<file path="src/rtl/blkwr_pkg.sv">
package blkwr_pkg;

  typedef enum logic [2:0] {
    CYC_IDLE      = 3'd0,
    CYC_PLAIN     = 3'd1,
    CYC_PLAIN_BM  = 3'd2,
    CYC_BLOCK     = 3'd3,
    CYC_BLOCK_BM  = 3'd4,
    CYC_LOAD_MASK = 3'd5,
    CYC_LOAD_CLR  = 3'd6,
    CYC_SPARE     = 3'd7
  } cyc_code_e;

  typedef struct packed {
    logic writes;     // single-column write of any flavour
    logic blocks;     // multi-column write of any flavour
    logic bitmasked;  // per-bit mask applies
    logic ld_mask;
    logic ld_color;
  } cyc_class_t;

  function automatic cyc_class_t classify(input logic [2:0] code);
    cyc_class_t c;
    c = '0;
    unique case (cyc_code_e'(code))
      CYC_PLAIN:     c.writes = 1'b1;
      CYC_PLAIN_BM:  begin c.writes = 1'b1; c.bitmasked = 1'b1; end
      CYC_BLOCK:     c.blocks = 1'b1;
      CYC_BLOCK_BM:  begin c.blocks = 1'b1; c.bitmasked = 1'b1; end
      CYC_LOAD_MASK: c.ld_mask = 1'b1;
      CYC_LOAD_CLR:  c.ld_color = 1'b1;
      default:       c = '0;
    endcase
    return c;
  endfunction

endpackage

</file>
<file path="src/rtl/blkwr_store.sv">
module blkwr_store #(
  parameter int DW = 16
) (
  input  logic          clk,
  input  logic          rst_n,
  input  logic          ld_mask,
  input  logic          ld_color,
  input  logic [DW-1:0] din,
  output logic [DW-1:0] mask_q,
  output logic [DW-1:0] color_q
);

  always_ff @(posedge clk) begin
    if (!rst_n) begin
      mask_q  <= '0;
      color_q <= '0;
    end else begin
      if (ld_mask)  mask_q  <= din;
      if (ld_color) color_q <= din;
    end
  end

  AST_COLOR_TAKES_BUS: assert property (@(posedge clk) disable iff (!rst_n)
    ld_color |=> color_q == $past(din));
  AST_MASK_TAKES_BUS: assert property (@(posedge clk) disable iff (!rst_n)
    ld_mask |=> mask_q == $past(din));
  AST_MASK_HOLDS: assert property (@(posedge clk) disable iff (!rst_n)
    !ld_mask |=> $stable(mask_q));

endmodule

</file>
<file path="src/rtl/blkwr_bitsel.sv">
module blkwr_bitsel #(
  parameter int DW = 16
) (
  input  logic          bitmasked,
  input  logic          persist,
  input  logic [DW-1:0] ras_dq,
  input  logic [DW-1:0] mask_q,
  output logic [DW-1:0] bit_en
);

  always_comb begin
    if (!bitmasked)   bit_en = '1;
    else if (persist) bit_en = mask_q;
    else              bit_en = ras_dq;
  end

endmodule

</file>
<file path="src/rtl/blkwr_lanes.sv">
module blkwr_lanes #(
  parameter int DW       = 16,
  parameter int AW       = 9,
  parameter int BLK_COLS = 4
) (
  input  logic                   blocks,
  input  logic [AW-1:0]          col_addr,
  input  logic [DW-1:0]          dq,
  output logic [BLK_COLS*AW-1:0] lane_addr,
  output logic [BLK_COLS-1:0]    lane_en
);

  localparam int LB  = $clog2(BLK_COLS);
  localparam int BAW = AW - LB;

  logic [BAW-1:0] blk_base;
  assign blk_base = col_addr[AW-1:LB];

  for (genvar i = 0; i < BLK_COLS; i++) begin : g_lane
    localparam logic [LB-1:0] IDX = LB'(i);
    if (i == 0) begin : g_first
      always_comb begin
        lane_addr[i*AW +: AW] = blocks ? {blk_base, IDX} : col_addr;
        lane_en[i]            = blocks ? dq[i] : 1'b1;
      end
    end else begin : g_rest
      always_comb begin
        lane_addr[i*AW +: AW] = blocks ? {blk_base, IDX} : '0;
        lane_en[i]            = blocks & dq[i];
      end
    end
  end

endmodule

</file>
<file path="src/rtl/blkwr_datapath.sv">
module blkwr_datapath #(
  parameter int DW       = 16,
  parameter int AW       = 9,
  parameter int BLK_COLS = 4
) (
  input  logic                   clk,
  input  logic                   rst_n,
  input  logic                   cyc_valid_i,
  input  logic [2:0]             cyc_code_i,
  input  logic                   persist_i,
  input  logic [AW-1:0]          col_addr_i,
  input  logic [DW-1:0]          ras_dq_i,
  input  logic [DW-1:0]          dq_i,
  output logic [BLK_COLS*AW-1:0] lane_addr_o,
  output logic [BLK_COLS-1:0]    col_en_o,
  output logic [DW-1:0]          bit_en_o,
  output logic [DW-1:0]          wr_data_o
);
  import blkwr_pkg::*;

  localparam int LAW = BLK_COLS * AW;

  cyc_class_t           cls;
  logic                 go;
  logic [DW-1:0]        mask_q, color_q, bit_en_n, data_n;
  logic [LAW-1:0]       addr_n;
  logic [BLK_COLS-1:0]  en_n;

  assign cls = classify(cyc_code_i);
  assign go  = cyc_valid_i & (cls.writes | cls.blocks);

  blkwr_store #(.DW(DW)) u_store (
    .clk      (clk),
    .rst_n    (rst_n),
    .ld_mask  (cyc_valid_i & cls.ld_mask),
    .ld_color (cyc_valid_i & cls.ld_color),
    .din      (dq_i),
    .mask_q   (mask_q),
    .color_q  (color_q)
  );

  blkwr_bitsel #(.DW(DW)) u_bitsel (
    .bitmasked (cls.bitmasked),
    .persist   (persist_i),
    .ras_dq    (ras_dq_i),
    .mask_q    (mask_q),
    .bit_en    (bit_en_n)
  );

  blkwr_lanes #(.DW(DW), .AW(AW), .BLK_COLS(BLK_COLS)) u_lanes (
    .blocks    (cls.blocks),
    .col_addr  (col_addr_i),
    .dq        (dq_i),
    .lane_addr (addr_n),
    .lane_en   (en_n)
  );

  assign data_n = cls.blocks ? color_q : dq_i;

  always_ff @(posedge clk) begin
    if (!rst_n || !go) begin
      lane_addr_o <= '0;
      col_en_o    <= '0;
      bit_en_o    <= '0;
      wr_data_o   <= '0;
    end else begin
      lane_addr_o <= addr_n;
      col_en_o    <= en_n;
      bit_en_o    <= bit_en_n;
      wr_data_o   <= data_n;
    end
  end

  AST_QUIET_WHEN_IDLE: assert property (@(posedge clk) disable iff (!rst_n)
    !go |=> (col_en_o == '0 && bit_en_o == '0 && wr_data_o == '0));
  AST_PLAIN_FULL_WORD: assert property (@(posedge clk) disable iff (!rst_n)
    (cyc_valid_i && cyc_code_i == 3'd1) |=>
      (bit_en_o == '1 && col_en_o == BLK_COLS'(1) && wr_data_o == $past(dq_i)));
  AST_LIVE_MASK: assert property (@(posedge clk) disable iff (!rst_n)
    (go && cls.bitmasked && !persist_i) |=> bit_en_o == $past(ras_dq_i));
  AST_HELD_MASK: assert property (@(posedge clk) disable iff (!rst_n)
    (go && cls.bitmasked && persist_i) |=> bit_en_o == $past(mask_q));
  AST_BLOCK_USES_COLOR: assert property (@(posedge clk) disable iff (!rst_n)
    (go && cls.blocks) |=> wr_data_o == $past(color_q));
  AST_LOAD_WRITES_NOTHING: assert property (@(posedge clk) disable iff (!rst_n)
    (cyc_valid_i && (cls.ld_mask || cls.ld_color)) |=> col_en_o == '0);
  AST_SINGLE_LANE: assert property (@(posedge clk) disable iff (!rst_n)
    (go && cls.writes) |=> $onehot0(col_en_o) && col_en_o[0]);

endmodule

</file>
<file path="config.mk">
export PLATFORM = sky130hd
export DESIGN_NAME = blkwr_datapath
export DESIGN_NICKNAME = d
export VERILOG_FILES = /design/src/rtl/blkwr_pkg.sv /design/src/rtl/blkwr_store.sv /design/src/rtl/blkwr_bitsel.sv /design/src/rtl/blkwr_lanes.sv /design/src/rtl/blkwr_datapath.sv
export SDC_FILE = /design/constraint.sdc
export NUM_CORES = 1
export LEC_CHECK = 0
export ABC_AREA = 1
export BUFFER_PORTS_ARGS = -buffer_cell sky130_fd_sc_hd__clkbuf_2
export CAP_MARGIN = 20
export CORE_ASPECT_RATIO = 1.2
export CORE_MARGIN = 2
export CORE_UTILIZATION = 53
export CTS_CLUSTER_DIAMETER = 80
export DETAILED_ROUTE_END_ITERATION = 7
export PLACE_DENSITY = 0.85
export SETUP_SLACK_MARGIN = 0.15
export SLEW_MARGIN = 20
export SYNTH_ARGS = -nofsm -noshare
export SYNTH_HDL_FRONTEND = slang
export SYNTH_SLANG_ARGS = --single-unit
</file>
<file path="constraint.sdc">
create_clock -name clk -period 2.2 [get_ports clk]
set_input_delay 0.66 -clock clk [delete_from_list [all_inputs] [get_ports clk]]
set_output_delay 0.66 -clock clk [all_outputs]
set_load 0.005 [all_outputs]
</file>
## Word level (Yosys, flattened, before mapping)

Cells that the tools add are included.
Widths: inputs -> output; s select.

| operators by class | value |
|---|---|
| multiplexer cells | 12 |
| reduce and logical (&&, ||, !) cells | 8 |
| bitwise operators | 8 |
| eq/ne operators | 6 |

Operator list:

| kind | number |
|---|---|
| $mux 16 | 3 |
| $reduce_or 2->1 | 5 |
| $eq 3x3->1 const B | 3 |
| $mux 1 | 7 |
| $and 1x1->1 | 6 |
| $eq 3x2->1 const B | 2 |
| $mux 2 | 2 |
| $eq 3x1->1 const B | 1 |
| $logic_not 1->1 | 2 |
| $logic_or 1x1->1 | 1 |
| $not 1->1 | 1 |
| $or 1x1->1 | 1 |

| storage, ports and cells | value |
|---|---|
| input bits | 48 |
| flip-flop bits (word level) | 104 |
| output and inout bits | 72 |

## Longest topological paths before layout

Gate-level depths: netlist (run 1).

| logic depth | value |
|---|---|
| word-level depth | 8 |
| mapped depth | 7 |

## By module

Synthesis (run 1) repeated with hierarchy kept, for this count alone.

| unflattened totals | value |
|---|---|
| cell total of the unflattened synthesis | 553 |
| area total of the unflattened synthesis | 4216.5 um^2 |

By module, submodules not included:

| module | seq. area each (um^2) | cells an instance | area each (um^2) | times used |
|---|---|---|---|---|
| blkwr_datapath | 1441.4 | 259 | 2263.4 | 1 |
| blkwr_store | 640.6 | 185 | 1290.0 | 1 |
| blkwr_bitsel | 0.0 | 54 | 347.8 | 1 |
| blkwr_lanes | 0.0 | 55 | 315.3 | 1 |

## Least setup slack after synthesis (run 1)

Ideal clock, no wire load.

| path | value |
|---|---|
| path kind | input-to-reg |
| from | input rst_n |
| to | register wr_data_o[10] |
| slack | 0.667 ns |
| arrival | 1.473 ns |
| cell stages on the path | 6 |
| required time | 2.140 ns |
| cell sequence | clkbuf_1 > nand2_1 > clkinv_1 > clkbuf_1 > nand4_1 > nand2_1 |

| on the way | value |
|---|---|
| word-level cells in the longest chain between the ends | 2 |

Ends and longest elaborated chain:

| what | RTL line | text |
|---|---|---|
| from (decl) | blkwr_datapath.sv:7 | `input logic rst_n,` |
| $logic_not 1->1 | blkwr_datapath.sv:61 | `if (!rst_n \|\| !go) begin` |
| $logic_or 1x1->1 | blkwr_datapath.sv:61 |  |
| to (signal assigned) | blkwr_datapath.sv:70 | `wr_data_o <= data_n;` |
| to (decl) | blkwr_datapath.sv:17 | `output logic [DW-1:0] wr_data_o` |

Every way passes these cells.
A chain may end at the register's enable or synchronous reset.

## Final worst setup path (run 1)

| path | value |
|---|---|
| from | register lane_addr_o[27] |
| to | output lane_addr_o[27] |

RTL lines:

| what | RTL line | text |
|---|---|---|
| from (decl) | blkwr_datapath.sv:14 | `output logic [BLK_COLS*AW-1:0] lane_addr_o,` |
| from (signal assigned) | blkwr_datapath.sv:67 | `lane_addr_o <= addr_n;` |

No word-level cell between the ends.

==> results.yml, run 1 <==
worst_setup_path:
  slowest_delay_ns: 0.36
  cp.arrival_ns: 0.83
  critPathKind: "reg2out"
  crit_required_ns: 1.54
  cp_cell_sequence: "clkbuf_2"
  cp_num_buf_inv: 1
  startpoint_type: "flip-flop"
  worst_r2r_path_depth: 4
  cp-end-kind: "output port"
  worstSetupPathDepth: 1
  crit_path_max_fanout: 4
  cp_top_family: "flip-flops"
  cp_slowest_cell: "dfxtp_1"
yosys:
  synth_common_cells: "120 x nor2_1, 87 x nand2_1, 85 x dfxtp_1, 45 x inv_1, 32 x nand4_1"
  synth-edff-count: 0
  yosysUniqueCellTypes: 18
  synth-seq-area-share: 0.512
  synth_seq_cells: 85
  synth_area_um2: 3320
  synth-warning-count: 0
  yosys.area.top_type: "dfxtp_1"
  synth_area_leaders: "dfxtp_1 51%, nor2_1 14%, nand2_1 9.8%"
  ys.flop_type: "dfxtp_1"
  synth_most_common_cell: "nor2_1"
  avgSynthCellArea_um2: 7.33
  synth_top_area_share: 0.512
  synthCells: 453
  ys_async_sr_fraction: 0
power_and_ir_drop:
  switchingPower_mw: 0.726
  seqPwrFrac: 0.518
  pwr-share-clk: 0.384
  intPower_mw: 2.38
  combPwrFrac: 0.098
  total_power_mw: 3.11
  powerDensity_nw_per_um2: 768
  vdd_drop_max_v: 0.000451
  cellLeakagePower_nw: 2.16
  p_sw_frac: 0.234
global_routing:
  grt_antenna_before_repair: 0
  use_met2: 0.353
  grt_remaining_overflow: 0
  grt_pass1_vias: 2699
  grtUsageTotal: 0.213
  grt_start_max_net_pins: 33
  grt.met1_usage: 0.258
  grt-busiest-layer: "met2"
  use_met3: 0.0380
  grt_pass1_wl_mm: 11.9
routing:
  drt_iter0_markers: 183
  drc: 0
  route.detailed.wl_per_inst_um: 11.3
  wirelength_mm: 7.19
  drtPass1Iterations: 5
  num_vias: 3038
  ant_nets: 0
  vias_per_cell: 4.79
place:
  dp_slack_ns: 0.370
  dp_cells: 618
  hpwl_mm: 5.15
  gp_congestion: 0.827
  portBuffers: 117
final_layout:
  num-nets-final: 595
  fin_cells: 634
  antenna_cells: 0
  drive_gt1_frac: 0.261
  area_delta_synth_final_pct: 21.8
floorplanning:
  num_io_pins: 120
  die-area_um2: 6920
  core_area_um2: 6050
  start_util: 0.549
  die_width_um: 76.3
  die_h_um: 90.7
  fp-row-count: 31
timing:
  fmax_ghz: 0.673
  tns_ns: 0
  rsz0062_at_grt: "no"
  fin_crit_sh: 0.675
  relSlewSlack: 0.663
  hold_viol: 0
  clock_skew_ns: 0.0101
  setup_viol: 0
  fin_crit_ns: 1.49
  slew_viol_final: 0
  worst_pin_slew_ns: 0.504
  fin_ws_ns: 0.714
cts:
  clock_latency_ns: 0.35
  clock-sinks: 85
  cts_buffers: 9
  clockRootBuffer: "clkbuf_8"
  clockBufferDepth: 2
  htreeDepth: 3
  cts_repair_resize_count: 0
  postCtsSetupRepairBufs: 0
  cts_tree: "done"
  clk_pin_slew_ns: 0.08
  cts_hold_buf: 0
worst_hold_path:
  min_path_cells: 2
  hp-class: "reg2reg"
outcome:
  outcome: "complete, no violations"
job:
  maxCapViolations: 0
==> worst paths after layout <==
kind,from,end,slack [ns]
worst max register to register,u_store.mask_q[12]$_SDFFE_PN0P_,bit_en_o[12]$_SDFF_PP0_,1.41
worst min-delay path,u_store.mask_q[10]$_SDFFE_PN0P_,u_store.mask_q[10]$_SDFFE_PN0P_,0.48
worst min register to register,u_store.mask_q[10]$_SDFFE_PN0P_,u_store.mask_q[10]$_SDFFE_PN0P_,0.48
worst max-delay path,lane_addr_o[27]$_SDFF_PP0_,lane_addr_o[27],0.71
==> registers in the layout (all words and copies together) (netlist names) <==
| register | cells |
|---|---|
| lane_addr_o | 17 |
| bit_en_o | 16 |
| u_store.color_q | 16 |
| u_store.mask_q | 16 |
| wr_data_o | 16 |
| col_en_o | 4 |
==> cells in the final DEF, fill, tap and decap left out, types with 2 or more instances in the layout <==
cell	synthesis	final
clkbuf_2	0	117
clkbuf_1	8	3
o21ai_0	16	16
nor2_1	120	119
nand2_1	87	87
nand3_1	18	18
buf_4	20	8
clkbuf_8	0	10
nand4_1	32	32
bufinv_16	0	2
inv_1	45	45
conb_1	1	2
dfxtp_1	85	85
==> power groups by stage <==
stage | clock [mW] | sequential [mW] | combinational, mW
detailed placement | 0 | 1.65 | 0.301
CTS | 1.21 | 1.61 | 0.304
global placement | 0 | 1.65 | 0.296
finish | 1.19 | 1.61 | 0.304
global route | 1.28 | 1.62 | 0.344
floorplan | 0 | 1.65 | 0.184
==> logic make-up (layout without fill, tap and decap cells) <==
logic type	after synthesis	count (layout)	share of synthesized area
simple gates	260	260	0.329
buf+inv	90	188	0.128
other cells	1	2	0.00113
compound gates	17	17	0.0290
flops	85	85	0.512
==> per-stage QoR <==
stage          area (µm²)  utilization  hold slack, ns
2_1_floorplan        3320            -           0.440
3_3_place_gp         3830        0.632           0.453
3_5_place_dp         3830        0.632           0.460
4_1_cts              4040        0.668           0.480
5_1_grt              4040        0.668           0.503
6_report             4040        0.668           0.477
==> area by class of cell <==
| cell class | count | area, µm² |
|---|---|---|
| clock buffer | 13 | 149 |
| clock inverter | 3 | 68.8 |
| fill | 515 | 2010 |
| inverter | 47 | 176 |
| multi-input combinational | 279 | 1200 |
| sequential | 85 | 1700 |
| tap | 82 | 103 |
| timing repair buffer | 125 | 646 |
==> metal layers <==
metal,share of wire,routed length (µm)
met1,0.42,2990
met2,0.48,3460
met3,0.074,531
met4,0.028,204
met5,0,0
Power figures use the tool's default switching activity.
==> inputs of run 2 (changes only) <==
ABC_AREA = 0   (was 1)
CORE_UTILIZATION = 48   (was 53)
PLACE_DENSITY = 0.79   (was 0.85)
clock period = 1.5 ns   (was 2.2 ns; I/O delays follow)
==> run 2 against run 1 <==
Worst setup slack worse by 0.50 ns. Global-route usage down 3.0 points. Sequential cell count unchanged. Cell area down 0.87%. Sequential power up 45%. Non-clock buffer count up 6. First-iteration DRC count down 55%.
==> results.yml, run 2 <==
worst_setup_path:
  cp-end-kind: "output port"
  startpoint_type: "flip-flop"
  crit_required_ns: 1.05
  critPathKind: "reg2out"
  critPathLaunch: "lane_addr_o[27]$_SDFF_PP0_"
  slowest_delay_ns: 0.38
  crit_path_max_fanout: 4
  cp.arrival_ns: 0.84
  cp_cell_sequence: "clkbuf_2"
  reg2reg_from: "u_store.color_q[6]$_SDFFE_PN0P_"
  cp_num_buf_inv: 1
  cp_top_family: "flip-flops"
  cp_slowest_cell: "dfxtp_1"
routing:
  drtPass1Iterations: 4
  wirelength_mm: 6.36
  ant_nets: 0
  drt_iter0_markers: 83
  route.detailed.wl_per_inst_um: 12.6
  drc: 0
  vias_per_cell: 4.78
  num_vias: 2419
timing:
  setup_viol: 0
  fin_crit_ns: 1.29
  rsz0062_at_grt: "no"
  slew_viol_final: 0
  tns_ns: 0
  fmax_ghz: 0.777
  hold_viol: 0
  clock_skew_ns: 0.0117
  fin_crit_sh: 0.858
yosys:
  ys.flop_type: "dfxtp_1"
  synth-edff-count: 0
  synth_common_cells: "85 x dfxtp_1, 65 x nand2_1, 30 x a21boi_0, 20 x buf_4, 17 x a21oi_1"
  synth_area_leaders: "dfxtp_1 55%, nand2_1 7.9%, a21boi_0 7.3%"
  yosysUniqueCellTypes: 24
  synth-warning-count: 0
  synth-seq-area-share: 0.551
  avgSynthCellArea_um2: 9.90
  synth_seq_cells: 85
  yosys.area.top_type: "dfxtp_1"
  synth_most_common_cell: "dfxtp_1"
  ys_async_sr_fraction: 0
  synth_area_um2: 3090
  synth_top_area_share: 0.551
  synthCells: 312
final_layout:
  largest_register: "lane_addr_o"
  num-nets-final: 464
  largest_register_ffs: 17
  postLayoutCellArea_um2: 4010
  final_common_cell: "clkbuf_2"
  nFillCells: 548
  layout_common_cells: "117 x clkbuf_2, 85 x dfxtp_1, 65 x nand2_1"
  area_delta_synth_final_pct: 29.8
  antenna_cells: 0
  drive_gt1_frac: 0.385
power_and_ir_drop:
  cellLeakagePower_nw: 1.84
  powerDensity_nw_per_um2: 1130
  vdd_drop_max_v: 0.000579
place:
  place_area_um2: 3770
  gp_congestion: 0.890
  portBuffers: 117
  hpwl_mm: 4.67
global_routing:
  grtUsageTotal: 0.182
  grt_remaining_overflow: 0
  grt_antenna_before_repair: 0
  grt_pass1_vias: 2173
  grt_start_max_net_pins: 33
  grt_pass1_wl_mm: 10.2
cts:
  htreeDepth: 3
  clk_pin_slew_ns: 0.09
  cts_repair_resize_count: 0
  clock-sinks: 85
  clock_latency_ns: 0.34
  postCtsSetupRepairBufs: 0
  clockRootBuffer: "clkbuf_8"
  cts_hold_buf: 0
  cts_tree: "done"
  clockBufferDepth: 2
  cts_buffers: 9
floorplanning:
  core_area_um2: 6330
  die-area_um2: 7100
  fp-row-count: 32
  start_util: 0.488
  num_io_pins: 120
  die_width_um: 77.2
  die_h_um: 91.9
job:
  maxCapViolations: 0
worst_hold_path:
  hp-class: "in2reg"
  min_from: "col_addr_i[0]"
outcome:
  outcome: "complete, no violations"
## run 2: changes by cell type after synthesis, moves of 18 or more
cell,change
nor2_1,-110
a21boi_0,+30
nand4_1,-32
nand3_1,-18
inv_1,-38
nand2_1,-22
## run 2: metrics by stage
step           setup slack, ns  std cells   util  power (mW)  hold WS [ns]
2_1_floorplan          -0.0497        313      -        2.59         0.435
3_3_place_gp           -0.0175        490  0.597        2.76         0.449
3_5_place_dp           -0.0579        490  0.597        2.77         0.459
4_1_cts                  0.186        506  0.634        4.56         0.286
5_1_grt                  0.152        506  0.634        4.71         0.288
6_report                 0.213        506  0.634        4.52         0.303
## run 2: worst paths after layout
check	to	slack [ns]	cells after the start
worst max-delay path	lane_addr_o[27]	0.21	1
worst min-delay path	lane_addr_o[0]$_SDFF_PP0_	0.30	2
worst min register to register	u_store.color_q[10]$_SDFFE_PN0P_	0.47	2
worst max register to register	u_store.color_q[6]$_SDFFE_PN0P_	0.80	2
## run 2: area by class of cell
type / instances / area, µm² / area share
clock buffers: 11 / 151 / 0.0378
clock inverters: 5 / 82.6 / 0.0206
inverters: 7 / 26.3 / 0.00655
multi-input cells: 182 / 1150 / 0.287
flip-flops and latches: 85 / 1700 / 0.424
well taps: 85 / 106 / 0.0265
repair buffers: 131 / 791 / 0.197
## run 2: kinds of logic after synthesis
| kind of cell | count (synthesis) | synth area share |
|---|---|---|
| xor gates and xnor gates | 2 | 0.00567 |
| DFF | 85 | 0.551 |
| and+or+nand+nor | 94 | 0.137 |
| buffers and inverters | 46 | 0.0927 |
| muxes | 16 | 0.0518 |
| AOI/OAI and AO/OA | 68 | 0.161 |
| other | 1 | 0.00121 |
## run 2: report_power, final
part	internal [mW]	total [mW]	leakage [nW]	switching [mW]
Combinational	0.185	0.372	1.03	0.187
Sequential	2.31	2.34	0.690	0.0230
Clock	1.03	1.81	0.120	0.776
## run 2: metal layers
| layer | vias up | wire (µm) | global-route usage |
|---|---|---|---|
| met5 | - | 0 | 0 |
| met4 | 0 | 76 | 0.0804 |
| met3 | 7 | 366 | 0.0413 |
| met2 | 85 | 3150 | 0.298 |
| met1 | 1108 | 2770 | 0.230 |
| li1 | 1219 | - | - |
